===== src/rtl/bcs_pkg.sv =====
package bcs_pkg;

    typedef enum logic [2:0] {
        ST_IDLE = 3'd0,
        ST_T1   = 3'd1,
        ST_T2   = 3'd2,
        ST_T3   = 3'd3,
        ST_TW   = 3'd4,
        ST_T4   = 3'd5,
        ST_HOLD = 3'd6
    } bus_state_e;

    typedef enum logic [1:0] {
        OP_READ  = 2'b00,
        OP_WRITE = 2'b01,
        OP_INTA  = 2'b10,
        OP_RSVD  = 2'b11
    } bus_op_e;

endpackage


===== src/rtl/bcs_seq.sv =====
// State register and request latch of the bus cycle sequencer.
module bcs_seq
    import bcs_pkg::*;
#(
    parameter int AW = 20,
    parameter int DW = 16,
    parameter int VW = 8
) (
    input  logic          clk_i,
    input  logic          rst_ni,
    input  logic          req_valid_i,
    input  logic [1:0]    req_op_i,
    input  logic          req_mem_i,
    input  logic [AW-1:0] req_addr_i,
    input  logic [DW-1:0] req_wdata_i,
    input  logic          ready_i,
    input  logic          hold_i,
    input  logic [DW-1:0] ad_i,
    output logic          req_ready_o,
    output bus_state_e    state_o,
    output logic          wr_o,
    output logic          ia_o,
    output logic          sec_o,
    output logic          mem_o,
    output logic [AW-1:0] addr_o,
    output logic [DW-1:0] wdata_o,
    output logic [DW-1:0] rdata_o
);

    typedef struct packed {
        bus_state_e    st;
        logic          wr;
        logic          ia;
        logic          sec;
        logic          mem;
        logic [AW-1:0] addr;
        logic [DW-1:0] wdata;
        logic [DW-1:0] rdata;
    } seq_t;

    seq_t seq_d, seq_q;

    logic          boundary;
    logic          pair_open;
    logic          can_take;
    logic          take;
    logic [DW-1:0] cap_val;

    always_comb begin
        seq_d     = seq_q;
        boundary  = (seq_q.st == ST_IDLE) || (seq_q.st == ST_T4);
        pair_open = seq_q.ia && !seq_q.sec;
        can_take  = boundary && !pair_open && !hold_i;
        take      = can_take && req_valid_i;

        cap_val = ad_i;
        if (seq_q.ia) begin
            cap_val          = '0;
            cap_val[VW-1:0]  = ad_i[VW-1:0];
        end

        unique case (seq_q.st)
            ST_IDLE: begin
                if (hold_i) seq_d.st = ST_HOLD;
            end
            ST_T1: seq_d.st = ST_T2;
            ST_T2: seq_d.st = ST_T3;
            ST_T3, ST_TW: begin
                if (ready_i) begin
                    seq_d.st = ST_T4;
                    if (!seq_q.wr && (!seq_q.ia || seq_q.sec)) begin
                        seq_d.rdata = cap_val;
                    end
                end else begin
                    seq_d.st = ST_TW;
                end
            end
            ST_T4: begin
                if (pair_open) begin
                    seq_d.sec = 1'b1;
                    seq_d.st  = ST_T1;
                end else if (hold_i) begin
                    seq_d.st = ST_HOLD;
                end else begin
                    seq_d.st = ST_IDLE;
                end
            end
            ST_HOLD: begin
                if (!hold_i) seq_d.st = ST_IDLE;
            end
            default: seq_d.st = ST_IDLE;
        endcase

        if (take) begin
            seq_d.st    = ST_T1;
            seq_d.wr    = (bus_op_e'(req_op_i) == OP_WRITE);
            seq_d.ia    = (bus_op_e'(req_op_i) == OP_INTA);
            seq_d.sec   = 1'b0;
            seq_d.mem   = req_mem_i && (bus_op_e'(req_op_i) != OP_INTA);
            seq_d.addr  = req_addr_i;
            seq_d.wdata = req_wdata_i;
        end
    end

    always_ff @(posedge clk_i) begin
        if (!rst_ni) begin
            seq_q    <= '0;
            seq_q.st <= ST_IDLE;
        end else begin
            seq_q <= seq_d;
        end
    end

    assign req_ready_o = can_take;
    assign state_o     = seq_q.st;
    assign wr_o        = seq_q.wr;
    assign ia_o        = seq_q.ia;
    assign sec_o       = seq_q.sec;
    assign mem_o       = seq_q.mem;
    assign addr_o      = seq_q.addr;
    assign wdata_o     = seq_q.wdata;
    assign rdata_o     = seq_q.rdata;

endmodule


===== src/rtl/bcs_drive.sv =====
// Pin decode: turns the registered state into bus control levels.
module bcs_drive
    import bcs_pkg::*;
#(
    parameter int AW = 20,
    parameter int DW = 16
) (
    input  bus_state_e    state_i,
    input  logic          wr_i,
    input  logic          ia_i,
    input  logic          sec_i,
    input  logic          mem_i,
    input  logic [AW-1:0] addr_i,
    input  logic [DW-1:0] wdata_i,
    output logic          hlda_o,
    output logic          ale_o,
    output logic          rd_no,
    output logic          wr_no,
    output logic          den_no,
    output logic          dtr_o,
    output logic          mio_o,
    output logic          inta_no,
    output logic          ctl_oe_o,
    output logic [AW-1:0] ad_o,
    output logic          ad_oe_o,
    output logic          done_o
);

    localparam int SW = AW - DW;

    logic          strobe;
    logic          data_phase;
    logic [SW-1:0] status;
    logic [DW-1:0] low_bits;

    always_comb begin
        strobe     = (state_i == ST_T2) || (state_i == ST_T3) || (state_i == ST_TW);
        data_phase = strobe || (state_i == ST_T4);
        status     = SW'({ia_i, wr_i, mem_i});
        low_bits   = wr_i ? wdata_i : {DW{1'b0}};

        hlda_o   = (state_i == ST_HOLD);
        ctl_oe_o = !hlda_o;
        ale_o    = (state_i == ST_T1);
        den_no   = !strobe;
        rd_no    = !(strobe && !wr_i && !ia_i);
        wr_no    = !(strobe && wr_i);
        inta_no  = !(strobe && ia_i);
        dtr_o    = wr_i;
        mio_o    = mem_i;
        ad_o     = data_phase ? {status, low_bits} : addr_i;
        ad_oe_o  = ctl_oe_o && !(data_phase && !wr_i);
        done_o   = (state_i == ST_T4) && !(ia_i && !sec_i);
    end

endmodule


===== src/rtl/bus_cycle_seq.sv =====
module bus_cycle_seq
    import bcs_pkg::*;
#(
    parameter int AW = 20,
    parameter int DW = 16,
    parameter int VW = 8
) (
    input  logic          clk_i,
    input  logic          rst_ni,
    input  logic          req_valid_i,
    input  logic [1:0]    req_op_i,
    input  logic          req_mem_i,
    input  logic [AW-1:0] req_addr_i,
    input  logic [DW-1:0] req_wdata_i,
    output logic          req_ready_o,
    input  logic          ready_i,
    input  logic          hold_i,
    output logic          hlda_o,
    output logic          ale_o,
    output logic          rd_no,
    output logic          wr_no,
    output logic          den_no,
    output logic          dtr_o,
    output logic          mio_o,
    output logic          inta_no,
    output logic          ctl_oe_o,
    output logic [AW-1:0] ad_o,
    output logic          ad_oe_o,
    input  logic [DW-1:0] ad_i,
    output logic [DW-1:0] rdata_o,
    output logic          done_o
);

    bus_state_e    st;
    logic          cyc_wr;
    logic          cyc_ia;
    logic          cyc_sec;
    logic          cyc_mem;
    logic [AW-1:0] cyc_addr;
    logic [DW-1:0] cyc_wdata;

    bcs_seq #(.AW(AW), .DW(DW), .VW(VW)) u_seq (
        .clk_i       (clk_i),
        .rst_ni      (rst_ni),
        .req_valid_i (req_valid_i),
        .req_op_i    (req_op_i),
        .req_mem_i   (req_mem_i),
        .req_addr_i  (req_addr_i),
        .req_wdata_i (req_wdata_i),
        .ready_i     (ready_i),
        .hold_i      (hold_i),
        .ad_i        (ad_i),
        .req_ready_o (req_ready_o),
        .state_o     (st),
        .wr_o        (cyc_wr),
        .ia_o        (cyc_ia),
        .sec_o       (cyc_sec),
        .mem_o       (cyc_mem),
        .addr_o      (cyc_addr),
        .wdata_o     (cyc_wdata),
        .rdata_o     (rdata_o)
    );

    bcs_drive #(.AW(AW), .DW(DW)) u_drive (
        .state_i  (st),
        .wr_i     (cyc_wr),
        .ia_i     (cyc_ia),
        .sec_i    (cyc_sec),
        .mem_i    (cyc_mem),
        .addr_i   (cyc_addr),
        .wdata_i  (cyc_wdata),
        .hlda_o   (hlda_o),
        .ale_o    (ale_o),
        .rd_no    (rd_no),
        .wr_no    (wr_no),
        .den_no   (den_no),
        .dtr_o    (dtr_o),
        .mio_o    (mio_o),
        .inta_no  (inta_no),
        .ctl_oe_o (ctl_oe_o),
        .ad_o     (ad_o),
        .ad_oe_o  (ad_oe_o),
        .done_o   (done_o)
    );

endmodule


===== config.mk =====
export PLATFORM = sky130hd
export DESIGN_NAME = bus_cycle_seq
export DESIGN_NICKNAME = d
export VERILOG_FILES = /design/src/rtl/bcs_pkg.sv /design/src/rtl/bcs_seq.sv /design/src/rtl/bcs_drive.sv /design/src/rtl/bus_cycle_seq.sv
export SDC_FILE = /design/constraint.sdc
export NUM_CORES = 1
export LEC_CHECK = 0
export BUFFER_PORTS_ARGS = -buffer_cell sky130_fd_sc_hd__buf_2
export CAP_MARGIN = 20
export CELL_PAD_IN_SITES_DETAIL_PLACEMENT = 0
export CELL_PAD_IN_SITES_GLOBAL_PLACEMENT = 1
export CORE_UTILIZATION = 30
export CTS_CLUSTER_DIAMETER = 100
export DETAILED_ROUTE_END_ITERATION = 10
export GPL_TIMING_DRIVEN = 0
export HOLD_SLACK_MARGIN = 0.03
export PLACE_DENSITY_LB_ADDON = 0.1
export SLEW_MARGIN = 20
export SYNTH_ARGS = -nofsm -noshare
export SYNTH_HDL_FRONTEND = slang
export SYNTH_SLANG_ARGS = --single-unit

===== constraint.sdc =====
create_clock -name clk_i -period 1.72 [get_ports clk_i]
set_input_delay 0.172 -clock clk_i [delete_from_list [all_inputs] [get_ports clk_i]]
set_output_delay 0.172 -clock clk_i [all_outputs]
set_load 0.005 [all_outputs]

# Yosys cells after proc, flatten, opt, wreduce, memory -nomap -nowiden
# Cells that the tools add are included.
word_totals:
  reg_bits: 59
  in_bits: 60
  output_inout_bits: 48
  elab_cells: 71
classes:
  n_eq_ne: 13
  mux: 12
  n_bitwise: 1
  reduce_logical: 36
op_table:
  columns: ["op", "count"]
  rows:
  - ["$mux W41", 1]
  - ["$mux W16", 2]
  - ["$mux W20", 1]
  - ["$pmux W3 S6", 1]
  - ["$logic_and A1 B1 Y1", 13]
  - ["$mux W3", 4]
  - ["$logic_not A1 Y1", 11]
  - ["$eq A3 B3 Y1 const B", 3]
  - ["$eq A3 B2 Y1 const B", 2]
  - ["$ne A2 B2 Y1 const B", 3]
  - ["$ne A3 B2 Y1 const B", 2]
  - ["$reduce_and A2 Y1", 3]
  - ["$logic_or A1 B1 Y1", 5]
  - ["$reduce_or A2 Y1", 2]
  - ["$eq A3 B1 Y1 const B", 1]
  - ["$logic_not A3 Y1", 1]
  - ["$mux W1", 3]
  - ["$reduce_and A3 Y1", 1]
  - ["$eq A2 B1 Y1 const B", 1]
  - ["$eq A2 B2 Y1 const B", 1]
  - ["$not A1 Y1", 1]

# Depth between registers and ports, before layout
logic_depth:
  depth_word: 8
  depth_mapped: 8
  depth_no_buf: 4

# By module
# From an unflattened synthesis, not the netlist that was laid out.
unflattened:
  cells_unflattened: 323
  hier_area_um2: 2613.8
modules_own_cells:
  columns: ["mod", "n_inst", "cells_per_inst", "area_each_um2", "seq_area_each_um2"]
  rows:
  - ["bcs_seq", 1, 280, 2296.0, 1181.1]
  - ["bcs_drive", 1, 43, 317.8, 0.0]

# Least setup slack after synthesis
# No wires, ideal clock.
synth_path:
  kind: "reg-to-reg"
  startpoint: "reg, netlist name u_seq.state_o[0]"
  endpoint: "reg u_seq.seq_q (netlist bit u_seq.rdata_o[10])"
  setup_time_ns: 0.123
  arrival_time_ns: 1.543
  t_required_ns: 1.597
  slack_ns: 0.054
  stages_incl_launch_ff: 6
  n_path_buf: 2
  synth_period_minus_slack_ns: 1.666
  cell_sequence: "dfxtp_1 -> buf_6 -> or3b_4 -> a2111oi_4 -> clkbuf_2 -> o21ai_0"
synth_between:
  elab_chain_cells: 3
  elab_cells_between_ends: 4
  cone_classes: "eq/ne: 2; reduce/logical: 2"
synth_lines:
  columns: ["element", "line_no", "rtl"]
  rows:
  - ["$eq A3 B3 Y1 or $eq A3 B2 Y1 (tied branches)", "bcs_seq.sv:62", "unique case (seq_q.st)"]
  - ["$reduce_or A2 Y1 (*)", "bcs_seq.sv:62", null]
  - ["$reduce_and A3 Y1 (no line) (*)", null, null]
  - ["to (signal assigned)", "bcs_seq.sv:110", "seq_q <= seq_d;"]
  - ["to (decl)", "bcs_seq.sv:41", "seq_t seq_d, seq_q;"]
# Every way passes the cells marked *; elsewhere a longest branch is shown, timed or not.
# A chain may end at the register's enable or synchronous reset.

# Worst setup path in the final report
layout_path:
  startpoint: "reg, netlist name u_seq.state_o[2]"
  endpoint: "out ad_o[16]"
layout_between:
  elab_chain_cells: 5
  elab_cells_between_ends: 8
  cone_classes: "eq/ne: 4; mux: 1; reduce/logical: 3"
layout_lines:
  columns: ["element", "line_no", "rtl"]
  rows:
  - ["$eq A3 B2 Y1", "bcs_drive.sv:37", "strobe = (state_i == ST_T2) || (state_i == ST_T3) || (state_i == ST_TW);"]
  - ["$logic_or A1 B1 Y1 (2 in a row)", "bcs_drive.sv:37", null]
  - ["$logic_or A1 B1 Y1 (*)", "bcs_drive.sv:38", "data_phase = strobe || (state_i == ST_T4);"]
  - ["$mux W20 (*)", "bcs_drive.sv:51", "ad_o = data_phase ? {status, low_bits} : addr_i;"]
  - ["to (decl)", "bus_cycle_seq.sv:27", "output logic [AW-1:0] ad_o,"]
# Marked as above.

==> summary.md <==
| Metric | Value |
|---|---|
| Final Non-Filler Cells | `611` |
| Mapped cell area | `2670 um2` |
| CP max FO | `7` |
| Syn avg cell area | `7.57 um2` |
| IO Port Bufs | `107` |
| Initial antenna violation count | `0` |
| Post-Syn Instances | `353` |
| Clock transition at the registers of the reported paths | `0.07 ns` |
| Worst VDD drop | `641 uV` |
| Avg WL per Cell | `15.5 um` |
| Die height | `96.4 um` |
| Setup slack after layout | `-0.170 ns` |
| Fin crit period | `1.89 ns` |
| Vias/cell | `4.83` |
| Synth warn | `0` |
| First DRT Iteration DRCs | `63` |
| Hold_ws | `0.0531 ns` |
| Via count | `2951` |
| Slew @ Worst Pin | `0.542 ns` |
| Top_reg_cell synth | `dfxtp_1` |
| Die ar. | `9290 um2` |
| RSZ-0062 raised after global routing | `yes` |
| Number of H-tree levels | `3` |
| Hold buffers post-CTS | `0` |
| Pwr dens | `1200 nW/um2` |
| Pin count of the biggest net entering global routing | `11` |
| Number of synthesized flops with an enable pin | `0` |
| Diode count | `0` |
| Pre-CTS setup slack | `-0.644 ns` |
| GRT Overall Usage | `20.4%` |
| Post-synthesis cell type count | `36` |
| Violated checks | `setup timing` |
| Grt ovf | `0` |
| Die Span X | `96.4 um` |
| Routability cong. | `0.759` |
| Root Driver | `clkbuf_8` |
| Area grow syn2layout | `65.6%` |
| # clock sinks | `59` |
| Setup Skew | `0.00437 ns` |
| CP Class | `flip-flop to primary output` |
| Critical path, cell by cell | `buf_6, nor2b_4, nor2_4, buf_12, buf_6, mux2_4, buf_6` |
| First-pass GRT wire length | `13900 um` |
| Pre-antenna DRT Iters | `4` |
| Crit-path slowest cell | `dfxtp_2` |
| Placed insts | `568` |
| Highest clock rate | `529 MHz` |
| CP Data Arrival Time | `1.72 ns` |
| Fin crit share | `110%` |
| Commonest cells in the netlist | `nand2_1 (93), o21ai_0 (73), dfxtp_1 (59)` |
| Max-cap violations | `0` |
| Max Slew Vio Count | `0` |
| Most Frequent Cell on Critical Path | `buf_6` |
| Clock Tree Buf Depth | `2` |
| Floorplan Core Area | `8680 um2` |
| DPL Wire Length | `6480 um` |
| CTS tree | `built` |
| Design area | `4420 um2` |
| #FFs+latches synth | `59` |
| Num CTS Buffers | `9` |
| Rel. slew slack | `63.9%` |
| CP Capture Type | `primary output` |
| Vias in the first global route | `2728` |
| Area share of the largest cell type after synthesis | `44.2%` |
| Drc violations | `0` |
| Setup TNS | `-3.16 ns` |
| Critical path required time | `1.55 ns` |
| Sequential share of the synthesized area | `44.2%` |
| Core Util, Final | `51.0%` |
| P_leak | `1.92 nW` |
| Syn Nets | `413` |
| Post-synth top area cell | `dfxtp_1` |
| Initial core utilization | `30.8%` |
| Most frequent cell after synthesis | `nand2_1` |
| WL final | `9460 um` |
| Final Power | `5.29 mW` |
| Worst path max stage delay | `0.35 ns` |
| Num rows | `34` |
| CP Launch Type | `flip-flop` |
| Final Hold Fails | `0` |
| Share of cells above drive strength 1 | `47.1%` |
| Layout Nets | `558` |
| Skew-Pair Late Insertion Delay | `0.33 ns` |
| Post-synth ARST share | `0%` |
| ANT nets after route | `0` |
| Synth top area cells | `dfxtp_1 (44%), o21ai_0 (14%), nand2_1 (13%)` |
| Placed Instance Area | `3340 um2` |
| Status | `complete, but fails checks` |
| Worst Hold Class | `input pin to flip-flop` |
| I/O pins | `108` |
| Final setup fails | `40` |
## layout make-up
type	count	area [um2]
plain buffers	31	283
fillers	907	4260
inverters	7	26.3
flip-flops and latches	59	1190
clock inverters	4	95.1
multi-input cells	254	1600
clock buffers	12	165
repair buffers	136	927
well taps	108	135
## power breakdown
part	switching [mW]	leakage [nW]	total (mW)	internal, mW
registers	0.114	0.481	1.63	1.51
logic	0.953	1.31	2.01	1.06
clock network	0.567	0.133	1.65	1.08
## registers in the layout, summed over array words and instances, names as in the netlist
| register | count |
|---|---|
| u_seq.wr_o | 1 |
| u_seq.ia_o | 1 |
| u_seq.rdata_o | 16 |
| u_seq.state_o | 3 |
| u_seq.mem_o | 1 |
| u_seq.wdata_o | 16 |
| u_seq.sec_o | 1 |
| u_seq.addr_o | 20 |
## metal layers
layer	global-route usage [%]	up-vias	wire length, um
li1	-	1496	-
met5	0	-	0
met2	35.0	69	4570
met3	5.85	10	479
met1	24.9	1376	4300
met4	5.15	0	115
## placed cells by master, fill, tap and decap left out, drive strengths merged
cell / n
a21oi: 1
and3: 1
or3: 1
mux2: 3
inv: 7
a211oi: 1
and2: 1
nand3b: 2
nor4: 1
maj3: 2
o221a: 1
nor2: 7
bufinv: 3
dlygate4sd1: 1
buf: 145
dfxtp: 59
nand2b: 1
a32oi: 1
and2b: 1
nor2b: 2
nor3: 1
o21ai: 73
clkinv: 1
a2111oi: 1
bufbuf: 1
xor2: 1
nand4: 1
o2111ai: 1
nand3: 44
clkbuf: 32
or3b: 1
nand4b: 9
a31oi: 2
nand2: 93
nor4bb: 1
## final timing paths
kind	startpoint	endpoint	slack, ns	cells after the start
worst max-delay path	u_seq.state_o[2]$_SDFFE_PP0P_	ad_o[16]	-0.17	7
worst min-delay path	req_addr_i[16]	u_seq.addr_o[16]$_SDFFE_PN0P_	0.05	3
worst max register to register	u_seq.state_o[2]$_SDFFE_PP0P_	u_seq.wdata_o[9]$_SDFFE_PN0P_	-0.08	9
worst min register to register	u_seq.rdata_o[0]$_SDFFE_PN0P_	u_seq.rdata_o[0]$_SDFFE_PN0P_	0.44	2
## cell families after synthesis
logic type                 after synthesis  synth area share, %
AOI/OAI and AO/OA                       81                 16.7
xor gates and xnor gates                 1                0.328
adders and majority gates                2                0.749
buffers and inverters                   40                 7.73
DFF                                     59                 44.2
muxes                                    3                 1.26
and+or+nand+nor                        167                 29.0
## worst max-delay path, delay by kind of cell, from the launching register on
family        cells  cell delay [ns]
buf+inv           4             0.51
flops             1             0.35
mux               1             0.29
simple gates      2             0.23
## what timing repair did
action,CTS,global route
buffers inserted,16,6
endpoints found under the setup margin,81,79
pin swaps,13,31
cloned,8,0
resized for setup,141,72
No activity file was read; power rests on OpenSTA's default activity.
